### config.mk
export PLATFORM = sky130hd
export DESIGN_NAME = slot_req_gen
export DESIGN_NICKNAME = d
export VERILOG_FILES = /design/src/rtl/vrsr_pkg.sv /design/src/rtl/vrsr_regs.sv /design/src/rtl/vrsr_accum.sv /design/src/rtl/slot_req_gen.sv
export SDC_FILE = /design/constraint.sdc
export NUM_CORES = 1
export LEC_CHECK = 0
export BUFFER_PORTS_ARGS = -buffer_cell sky130_fd_sc_hd__buf_4
export CAP_MARGIN = 20
export CORE_ASPECT_RATIO = 1.75
export CORE_UTILIZATION = 46
export CTS_BUF_LIST = sky130_fd_sc_hd__clkbuf_2
export DETAILED_ROUTE_END_ITERATION = 10
export PLACE_DENSITY = 0.67
export SLEW_MARGIN = 10
export SYNTH_ARGS = -nofsm -noshare
export SYNTH_HDL_FRONTEND = slang
export SYNTH_SLANG_ARGS = --single-unit
### constraint.sdc
create_clock -name clk -period 3.53 [get_ports clk]
set_input_delay 0.353 -clock clk [delete_from_list [all_inputs] [get_ports clk]]
set_output_delay 0.353 -clock clk [all_outputs]
set_load 0.05 [all_outputs]
### src/rtl/vrsr_pkg.sv
package vrsr_pkg;

    localparam int RATE_W     = 16;
    localparam int ADDR_W     = 7;
    localparam int FRAME_RATE = 48000;
    localparam int RATE_MIN   = 8000;

    localparam logic [ADDR_W-1:0] ADDR_EXT_CTRL = 7'h2A;
    localparam logic [ADDR_W-1:0] ADDR_DAC_RATE = 7'h2C;
    localparam logic [ADDR_W-1:0] ADDR_ADC_RATE = 7'h32;

    localparam int BIT_VRA   = 0;
    localparam int BIT_SPDIF = 2;
    localparam int BIT_CFGOK = 10;

    typedef struct packed {
        logic vra;
        logic spdif_en;
    } ext_ctrl_t;

    typedef struct packed {
        logic [RATE_W-1:0] dac;
        logic [RATE_W-1:0] adc;
    } rate_pair_t;

    typedef enum logic [1:0] {
        ACC_STEP,
        ACC_FIRE,
        ACC_HOLD,
        ACC_FIXED
    } acc_evt_e;

    function automatic logic [RATE_W-1:0] clamp_rate(input logic [RATE_W-1:0] v);
        if (v < RATE_W'(RATE_MIN))
            return RATE_W'(RATE_MIN);
        else if (v > RATE_W'(FRAME_RATE))
            return RATE_W'(FRAME_RATE);
        else
            return v;
    endfunction

endpackage

### src/rtl/vrsr_regs.sv
module vrsr_regs
    import vrsr_pkg::*;
(
    input  logic              clk,
    input  logic              rst,
    input  logic              wr,
    input  logic [ADDR_W-1:0] addr,
    input  logic [RATE_W-1:0] wdata,
    input  logic              cfg_ok,
    output logic [RATE_W-1:0] rdata,
    output ext_ctrl_t         ctrl,
    output rate_pair_t        rates
);

    always_ff @(posedge clk) begin
        if (rst) begin
            ctrl.vra      <= 1'b0;
            ctrl.spdif_en <= 1'b0;
            rates.dac     <= RATE_W'(FRAME_RATE);
            rates.adc     <= RATE_W'(FRAME_RATE);
        end else if (wr) begin
            unique case (addr)
                ADDR_EXT_CTRL: begin
                    ctrl.vra      <= wdata[BIT_VRA];
                    ctrl.spdif_en <= wdata[BIT_SPDIF];
                    if (!wdata[BIT_VRA]) begin
                        rates.dac <= RATE_W'(FRAME_RATE);
                        rates.adc <= RATE_W'(FRAME_RATE);
                    end
                end
                ADDR_DAC_RATE: if (ctrl.vra) rates.dac <= clamp_rate(wdata);
                ADDR_ADC_RATE: if (ctrl.vra) rates.adc <= clamp_rate(wdata);
                default: ;
            endcase
        end
    end

    always_comb begin
        rdata = '0;
        unique case (addr)
            ADDR_EXT_CTRL: begin
                rdata[BIT_VRA]   = ctrl.vra;
                rdata[BIT_SPDIF] = ctrl.spdif_en;
                rdata[BIT_CFGOK] = cfg_ok;
            end
            ADDR_DAC_RATE: rdata = rates.dac;
            ADDR_ADC_RATE: rdata = rates.adc;
            default:       rdata = '0;
        endcase
    end

endmodule

### src/rtl/vrsr_accum.sv
module vrsr_accum
    import vrsr_pkg::*;
#(
    parameter int ACC_W = 17
) (
    input  logic              clk,
    input  logic              rst,
    input  logic              step,
    input  logic              vra,
    input  logic [RATE_W-1:0] rate,
    input  logic              hold,
    output logic              fire
);

    logic [ACC_W-1:0] acc_q;
    logic [ACC_W-1:0] sum;
    acc_evt_e         evt;

    assign sum = acc_q + ACC_W'(rate);

    always_comb begin
        if (!vra)
            evt = ACC_FIXED;
        else if (sum >= ACC_W'(FRAME_RATE))
            evt = hold ? ACC_HOLD : ACC_FIRE;
        else
            evt = ACC_STEP;
    end

    always_ff @(posedge clk) begin
        if (rst) begin
            acc_q <= '0;
            fire  <= 1'b0;
        end else if (step) begin
            unique case (evt)
                ACC_FIXED: begin acc_q <= '0;                        fire <= 1'b1; end
                ACC_FIRE:  begin acc_q <= sum - ACC_W'(FRAME_RATE);  fire <= 1'b1; end
                ACC_HOLD:  begin acc_q <= acc_q;                     fire <= 1'b0; end
                default:   begin acc_q <= sum;                       fire <= 1'b0; end
            endcase
        end
    end

endmodule

### src/rtl/slot_req_gen.sv
module slot_req_gen
    import vrsr_pkg::*;
#(
    parameter int NUM_DAC    = 2,
    parameter int FIFO_DEPTH = 8,
    parameter int LVL_W      = $clog2(FIFO_DEPTH + 1)
) (
    input  logic                     clk,
    input  logic                     rst,
    input  logic                     reg_wr,
    input  logic [6:0]               reg_addr,
    input  logic [15:0]              reg_wdata,
    output logic [15:0]              reg_rdata,
    input  logic                     spdif_cfg_ok,
    input  logic                     frame_start,
    input  logic [NUM_DAC-1:0]       out_tag,
    input  logic [NUM_DAC*LVL_W-1:0] fifo_level,
    output logic [NUM_DAC-1:0]       slot_req_n,
    output logic [NUM_DAC-1:0]       fifo_wr,
    output logic [NUM_DAC-1:0]       underrun,
    output logic                     in_tag_valid,
    output logic                     adc_strobe
);

    localparam int ACC_W = $clog2(2 * FRAME_RATE + 1);

    ext_ctrl_t          ctrl;
    rate_pair_t         rates;
    logic               vra_on;
    logic [RATE_W-1:0]  dac_rate;
    logic [RATE_W-1:0]  adc_rate;
    logic [NUM_DAC-1:0] dac_fire;
    logic [NUM_DAC-1:0] fifo_full;
    logic               adc_fire;
    logic               fs_d;

    assign vra_on   = ctrl.vra;
    assign dac_rate = rates.dac;
    assign adc_rate = rates.adc;

    vrsr_regs u_regs (
        .clk    (clk),
        .rst    (rst),
        .wr     (reg_wr),
        .addr   (reg_addr),
        .wdata  (reg_wdata),
        .cfg_ok (spdif_cfg_ok),
        .rdata  (reg_rdata),
        .ctrl   (ctrl),
        .rates  (rates)
    );

    for (genvar ch = 0; ch < NUM_DAC; ch++) begin : g_dac
        assign fifo_full[ch] = fifo_level[ch*LVL_W +: LVL_W] >= LVL_W'(FIFO_DEPTH);

        vrsr_accum #(.ACC_W(ACC_W)) u_acc (
            .clk  (clk),
            .rst  (rst),
            .step (frame_start),
            .vra  (vra_on),
            .rate (dac_rate),
            .hold (fifo_full[ch]),
            .fire (dac_fire[ch])
        );

        always_ff @(posedge clk) begin
            if (rst) begin
                fifo_wr[ch]  <= 1'b0;
                underrun[ch] <= 1'b0;
            end else begin
                fifo_wr[ch] <= frame_start & dac_fire[ch] & out_tag[ch];
                if (frame_start && dac_fire[ch] && !out_tag[ch])
                    underrun[ch] <= 1'b1;
            end
        end
    end

    vrsr_accum #(.ACC_W(ACC_W)) u_adc_acc (
        .clk  (clk),
        .rst  (rst),
        .step (frame_start),
        .vra  (vra_on),
        .rate (adc_rate),
        .hold (1'b0),
        .fire (adc_fire)
    );

    always_ff @(posedge clk) begin
        if (rst) fs_d <= 1'b0;
        else     fs_d <= frame_start;
    end

    assign slot_req_n   = ~dac_fire;
    assign in_tag_valid = adc_fire;
    assign adc_strobe   = fs_d & adc_fire;

endmodule

# Word-level counts from Yosys, hierarchy flattened
# Index checks and enable logic that the tools add are counted.
dict set report word_totals {
  ff_bits 93
  in_bits 38
  out_inout_bits 24
  elab_cells 95
}
dict set report classes {
  addsub 6
  n_lt_le_gt_ge 7
  n_eq_ne 15
  muxes 26
  bitwise 9
  n_reduce_logical 17
}
# operator count
set ops {}
lappend ops {{17-bit case mux with 3 select lines} 3}
lappend ops {{16-bit case mux with 2 select lines} 2}
lappend ops {{17-bit by 16-bit adder with 17-bit output} 3}
lappend ops {{17-bit by 16-bit >= comparator with 1-bit output, second input constant} 3}
lappend ops {{17-bit by 16-bit subtractor with 17-bit output, second input constant} 3}
lappend ops {{16-bit two-way mux} 3}
lappend ops {{32-bit two-way mux} 1}
lappend ops {{7-bit by 6-bit equality test with 1-bit output, second input constant} 3}
lappend ops {{16-bit greater-than comparator, second input constant} 1}
lappend ops {{16-bit by 13-bit less-than comparator with 1-bit output, second input constant} 1}
lappend ops {{2-bit two-way mux} 7}
lappend ops {{7-bit case mux with 2 select lines} 1}
lappend ops {{2-bit equality test, second input constant} 6}
lappend ops {{5-bit case mux with 2 select lines} 1}
lappend ops {{1-bit case mux with 3 select lines} 3}
lappend ops {{4-bit >= comparator, second input constant} 2}
lappend ops {{2-bit AND reduction} 4}
lappend ops {{4-bit AND reduction} 2}
lappend ops {{2-bit by 1-bit equality test with 1-bit output, second input constant} 3}
lappend ops {{2-bit OR reduction} 3}
lappend ops {{1-bit AND} 5}
lappend ops {{1-bit logical AND} 4}
lappend ops {{1-bit two-way mux} 4}
lappend ops {{2-bit by 1-bit != test with 1-bit output, second input constant} 2}
lappend ops {{6 further kinds} 10}

# Logic depth before layout (Yosys ltp)
dict set report logic_depth {
  depth_word 7
  mapped_depth 14
  mapped_depth_nobuf 14
}

# Modules after synthesis
# Synthesis repeated with hierarchy kept, for this count alone.
dict set report unflattened {
  cells_unflattened 870
  hier_area_um2 7534.7
}
# mod instances cells_each area_per_inst_um2 seq_area_each_um2
set modules_own_cells {}
lappend modules_own_cells {{vrsr_accum at g_dac[1].u_acc ...} 2 233 1911.8 360.3}
lappend modules_own_cells {{vrsr_accum at g_dac[0].u_acc} 1 229 1959.4 360.3}
lappend modules_own_cells {vrsr_regs 1 155 1567.8 680.7}
lappend modules_own_cells {slot_req_gen 1 20 183.9 100.1}

# Worst setup path after synthesis
# No wires, ideal clock.
dict set report synth_timing {
  path_type {flip-flop to flip-flop}
  start {register, netlist name u_regs.rates[0]}
  end {register u_adc_acc.acc_q[11]}
  setup_ps 127
  arrival_ps 3520
  t_required_ps 3403
  path_slack_ps -117
  stages_incl_launch_ff 13
  path_buffers 0
  period_less_slack_ps 3647
  path_cell_list {dfxtp_1 -> ha_1 -> fa_1 -> a21o_1 -> a21o_1 -> a2111oi_4 -> nor3_2 -> nor4_2 -> or4b_4 -> a2111oi_4 -> nor2_2 -> and3_1 -> or3_1}
}
dict set report synth_between {
  elab_chain_cells 7
  word_cells_on_any_way 11
  classes_between {2 x add/sub; 1 x order compare; 3 x eq/ne; 3 x mux; 1 x bitwise; 1 x reduce/logical}
}
# element line_no
set synth_lines {}
lappend synth_lines {{17-bit by 16-bit adder with 17-bit output (*)} vrsr_accum.sv:19} ;# assign sum = acc_q + ACC_W'(rate);
lappend synth_lines {{parallel branches: the longest is 6 deep, another holds 17-bit by 16-bit >= comparator with 1-bit output} -}
lappend synth_lines {{to (signal assigned)} vrsr_accum.sv:36} ;# ACC_FIXED: begin acc_q <= '0; fire <= 1'b1; end
lappend synth_lines {{to (signal assigned)} vrsr_accum.sv:37} ;# ACC_FIRE: begin acc_q <= sum - ACC_W'(FRAME_RATE); fire <= 1'b1; end
lappend synth_lines {{to (signal assigned)} vrsr_accum.sv:38} ;# ACC_HOLD: begin acc_q <= acc_q; fire <= 1'b0; end
lappend synth_lines {{to (decl)} vrsr_accum.sv:15} ;# logic [ACC_W-1:0] acc_q;
# Every way passes the cells marked *.
# A chain may end at the register's enable or synchronous reset.

# Final worst setup path
dict set report layout_timing {
  start {register, netlist name u_regs.rates[1]}
  end {register u_adc_acc.acc_q[11]}
}
dict set report layout_between {
  elab_chain_cells 7
  word_cells_on_any_way 11
  classes_between {2 x add/sub; 1 x order compare; 3 x eq/ne; 3 x mux; 1 x bitwise; 1 x reduce/logical}
}
# element line_no
set layout_lines {}
lappend layout_lines {{17-bit by 16-bit adder with 17-bit output (*)} vrsr_accum.sv:19}
lappend layout_lines {{parallel branches: the longest is 6 deep, another holds 17-bit by 16-bit >= comparator with 1-bit output} -}
# Marks and branches as above.

==> impl_metrics.ini <==
[status]
outcome = finished, violations left
violations = negative setup slack

[clock_network]
tritoncts_clock_tree = built
cts.path.max_buffers = 2
clk_pin_slew_worst_paths_ns = 0.26
cts.root.buffer_cell = clkbuf_2
cts-buffers-inserted = 9
cts_htree_levels = 3
clkSinkCount = 93
clock_latency_at_the_later_pin_of_the_worst_skew_pair_ns = 0.59

[hold_path]
timing.hold.worst_path_depth = 3
hp-start = reg_wdata[11]
min_delay_worst_endpoint = u_regs.rates[27]
hold_path_class = primary input to flop

[grt]
grt_max_degree = 34
grt-ovfl-total = 0
first_pass_grt_wire_length_mm = 36.3
number_of_global_route_vias_before_repair = 7619
number_of_antenna_violations_at_the_first_check_in_global_routing = 1
grt_usage = 0.274

[floorplan]
design.portCount = 62
die_width_um = 97.3
initial_core_util = 0.473
core_area_sq_um = 15500
std_cell_rows = 60
design.die.area_sq_um = 16400
die-height_um = 169

[timing]
unrepaired_setup_endpoints_after_global_routing = yes
finalHoldWorstSlack_ns = 0.0255
final-hold-violation-count = 0
worst_slew_pin_slew_ns = 0.809
max_slew_margin = 0.459
final_critical_period_ns = 3.64
worst_clock_skew_on_the_final_layout_ns = 0.0297
slew_viol_final = 0
fin_crit_sh = 1.03
setup_violations = 7
setup_slack_ns = -0.112
fmax_mhz = 275
timing.setup.tns_ns = -0.413

[place]
place_hpwl_mm = 18.1
port_buffers = 55
pre_cts_ws_ns = -0.201
gp_routability_congestion = 0.902

[setup_path]
worstReg2RegEnd = u_adc_acc.acc_q[11]
startpoint_type = flop
worst_path_dominant_cell_family = compound AO/OA/AOI/OAI gates
crit_path_cell_trace = ha_1 > a21oi_1 > o21ai_1 > a2111o_1 > a311oi_1 > nor3_1 > or4b_4 > a2111oi_4 > nor2_2 > and3_1 > or3_1
max_stage_delay_ns = 0.60
reg2reg_from = u_regs.rates[1]
timing.critical_path.required_ns = 4.02
worst-endpoint-arrival_ns = 4.14
critical_path_buf_inv_count = 0
r2r_cells = 11
timing.critical_path.fanout_max = 4
critical_path_class = flop to flop
worst_setup_path_startpoint = u_regs.rates[1]
crit_path_top_delay_cell = or4b_4
end_kind = flop
setup.reg_to_reg.worst_slack_ns = -0.11

[logic_synthesis]
synth_warnings = 0
synth_seq_area_share = 0.255
number_of_flops_mapped_to_enable_cells_by_yosys = 0
asyncSetResetFlopFracSynth = 0
synth-main-ff-cell = dfxtp_1
synthDistinctLibCells = 81
syn_inst = 910
post_synth_instance_area_sq_um = 7310
ys_ff_latch = 93
syn_nets = 1002
synthesis.area_per_instance_sq_um = 8.04

[routing]
detailedRoute.firstPassIterationCount = 5
drc_errors = 0
routed_via_density = 6.14
wirelength_mm = 23.1
ant_nets = 0
routedWlPerCell_um = 18.2
num_vias = 7776
drt_iter0_drc = 407

[finish]
net_count_of_the_finished_layout = 1168
most-common-layout-cells = 180 x buf_4, 85 x dfxtp_1, 76 x nor2_1
post_route_cells_drive_above_1_share = 0.240
area.growth.synth_to_final_pct = 26.6
final.fill_count = 1428
final_common_cell = buf_4

[power_and_ir_drop]
max-vdd-ir-drop_mv = 0.212
powerDensity_nw_per_um2 = 214
cellLeakagePower_nw = 4.19

[job]
max_cap_viol_count = 0
[cell usage after synthesis, types with 7 or more instances]
cell type   n  area share
a211o_1     7      0.0084
a211oi_1   16       0.016
a21o_1     24       0.025
a21oi_1    63       0.043
a221o_1     8       0.011
a22o_1     22       0.026
a22oi_1    18       0.018
and2_1      7      0.0060
and3_1     20       0.017
clkbuf_1   33       0.017
dfxtp_1    93        0.25
ha_1       51       0.087
inv_1      32       0.016
mux2i_1    10       0.014
nand2_1    58       0.030
nand2b_1   19       0.016
nand3_1    27       0.018
nand4_1     9      0.0077
nor2_1     77       0.040
nor2b_1    15       0.013
nor3_1     21       0.014
nor3b_1    11       0.011
nor4_1      8      0.0068
o211ai_1    7      0.0072
o21a_1     14       0.014
o21ai_0    44       0.030
o21ai_1     8      0.0055
o21bai_1   11       0.011
o22ai_1     9      0.0077
o2bb2ai_1  10       0.012
or3_1       8      0.0068
xnor2_1    24       0.029
xor2_1     15       0.018
[sequential cells by signal (all words and copies together), names as in the netlist]
register and cells:
u_adc_acc.fire 1, u_regs.ctrl 2, g_dac.u_acc.fire 2, fifo_wr 2
u_regs.rates 32, underrun 2, g_dac.u_acc.acc_q 34, u_adc_acc.acc_q 17
fs_d 1
[layout make-up]
type                    instances  area (sq um)  share of cell area
multi-input cells             745          5380               0.581
flip-flops and latches         93          1870               0.202
well taps                     186           233              0.0251
clock buffers                   9          45.0             0.00486
clock inverters                 6          96.3              0.0104
inverters                      32           120              0.0130
diodes                          1          2.50            0.000270
repair buffers                195          1510               0.163
[per-stage QoR]
| stage | instance area (sq um) | cells | power (mW) | utilization |
|---|---|---|---|---|
| final | 9260 | 1267 | 1.98 | 0.599 |
| after global routing | 9260 | 1267 | 2.05 | 0.599 |
| after CTS | 9070 | 1259 | 1.98 | 0.586 |
| after detailed placement | 8710 | 1230 | 1.34 | 0.563 |
| after global placement | 8710 | 1230 | 1.34 | 0.563 |
| after floorplan | 7320 | 910 | 1.23 | - |
[worst reg2reg max path: stages (launching register included)]
cell       delay (ns)
dfxtp_2          0.40
ha_1             0.29
a21oi_1          0.19
o21ai_1          0.14
a2111o_1         0.44
a311oi_1         0.33
nor3_1           0.12
or4b_4           0.60
a2111oi_4        0.44
nor2_2           0.08
and3_1           0.19
or3_1            0.33
[layer usage]
metal  GRT usage  wire length (um)  vias up
met1       0.272              8530     3713
met4       0.164              1080        0
li1            -                 -     3799
met5           0                 0        -
met2       0.541             12800      192
met3      0.0223               635       72
[what timing repair did]
action | CTS | global route
buffers inserted | 2 | 7
pin swaps | 3 | 9
gates cloned | 0 | 0
hold buffers | 12 | 0
gates resized for setup | 19 | 44
endpoints found under the setup margin | 41 | 41
hold endpoints to repair | 14 | 0
[cells by family (layout without fill, tap and decap cells)]
kind of cell / Yosys count / after routing / share of synthesized area
AO/OA/AOI/OAI: 325 / 325 / 0.322
AND/OR/NAND/NOR: 314 / 314 / 0.225
flip-flops: 93 / 93 / 0.255
buffers and inverters: 72 / 242 / 0.0380
adder cells (fa/ha/maj): 54 / 54 / 0.0954
XOR/XNOR: 39 / 39 / 0.0467
multiplexers: 13 / 13 / 0.0183
other: 0 / 1 / 0
[worst max-delay path by stage]
stage / to / slack [ns] / depth (start not counted)
detailed placement: g_dac[0].u_acc.acc_q[1] / -0.20 / 13
finish: u_adc_acc.acc_q[11] / -0.11 / 11
global placement: g_dac[0].u_acc.acc_q[3] / -0.14 / 13
CTS: u_adc_acc.acc_q[11] / -0.06 / 12
floorplan: u_adc_acc.acc_q[11] / 0.03 / 12
global route: u_adc_acc.acc_q[8] / -0.26 / 14
[where the power goes]
part	internal, mW	switching (mW)
clock	0.239	0.394
sequential	1.06	0.00531
combinational	0.125	0.153
No activity file was read; power rests on OpenSTA's default activity.
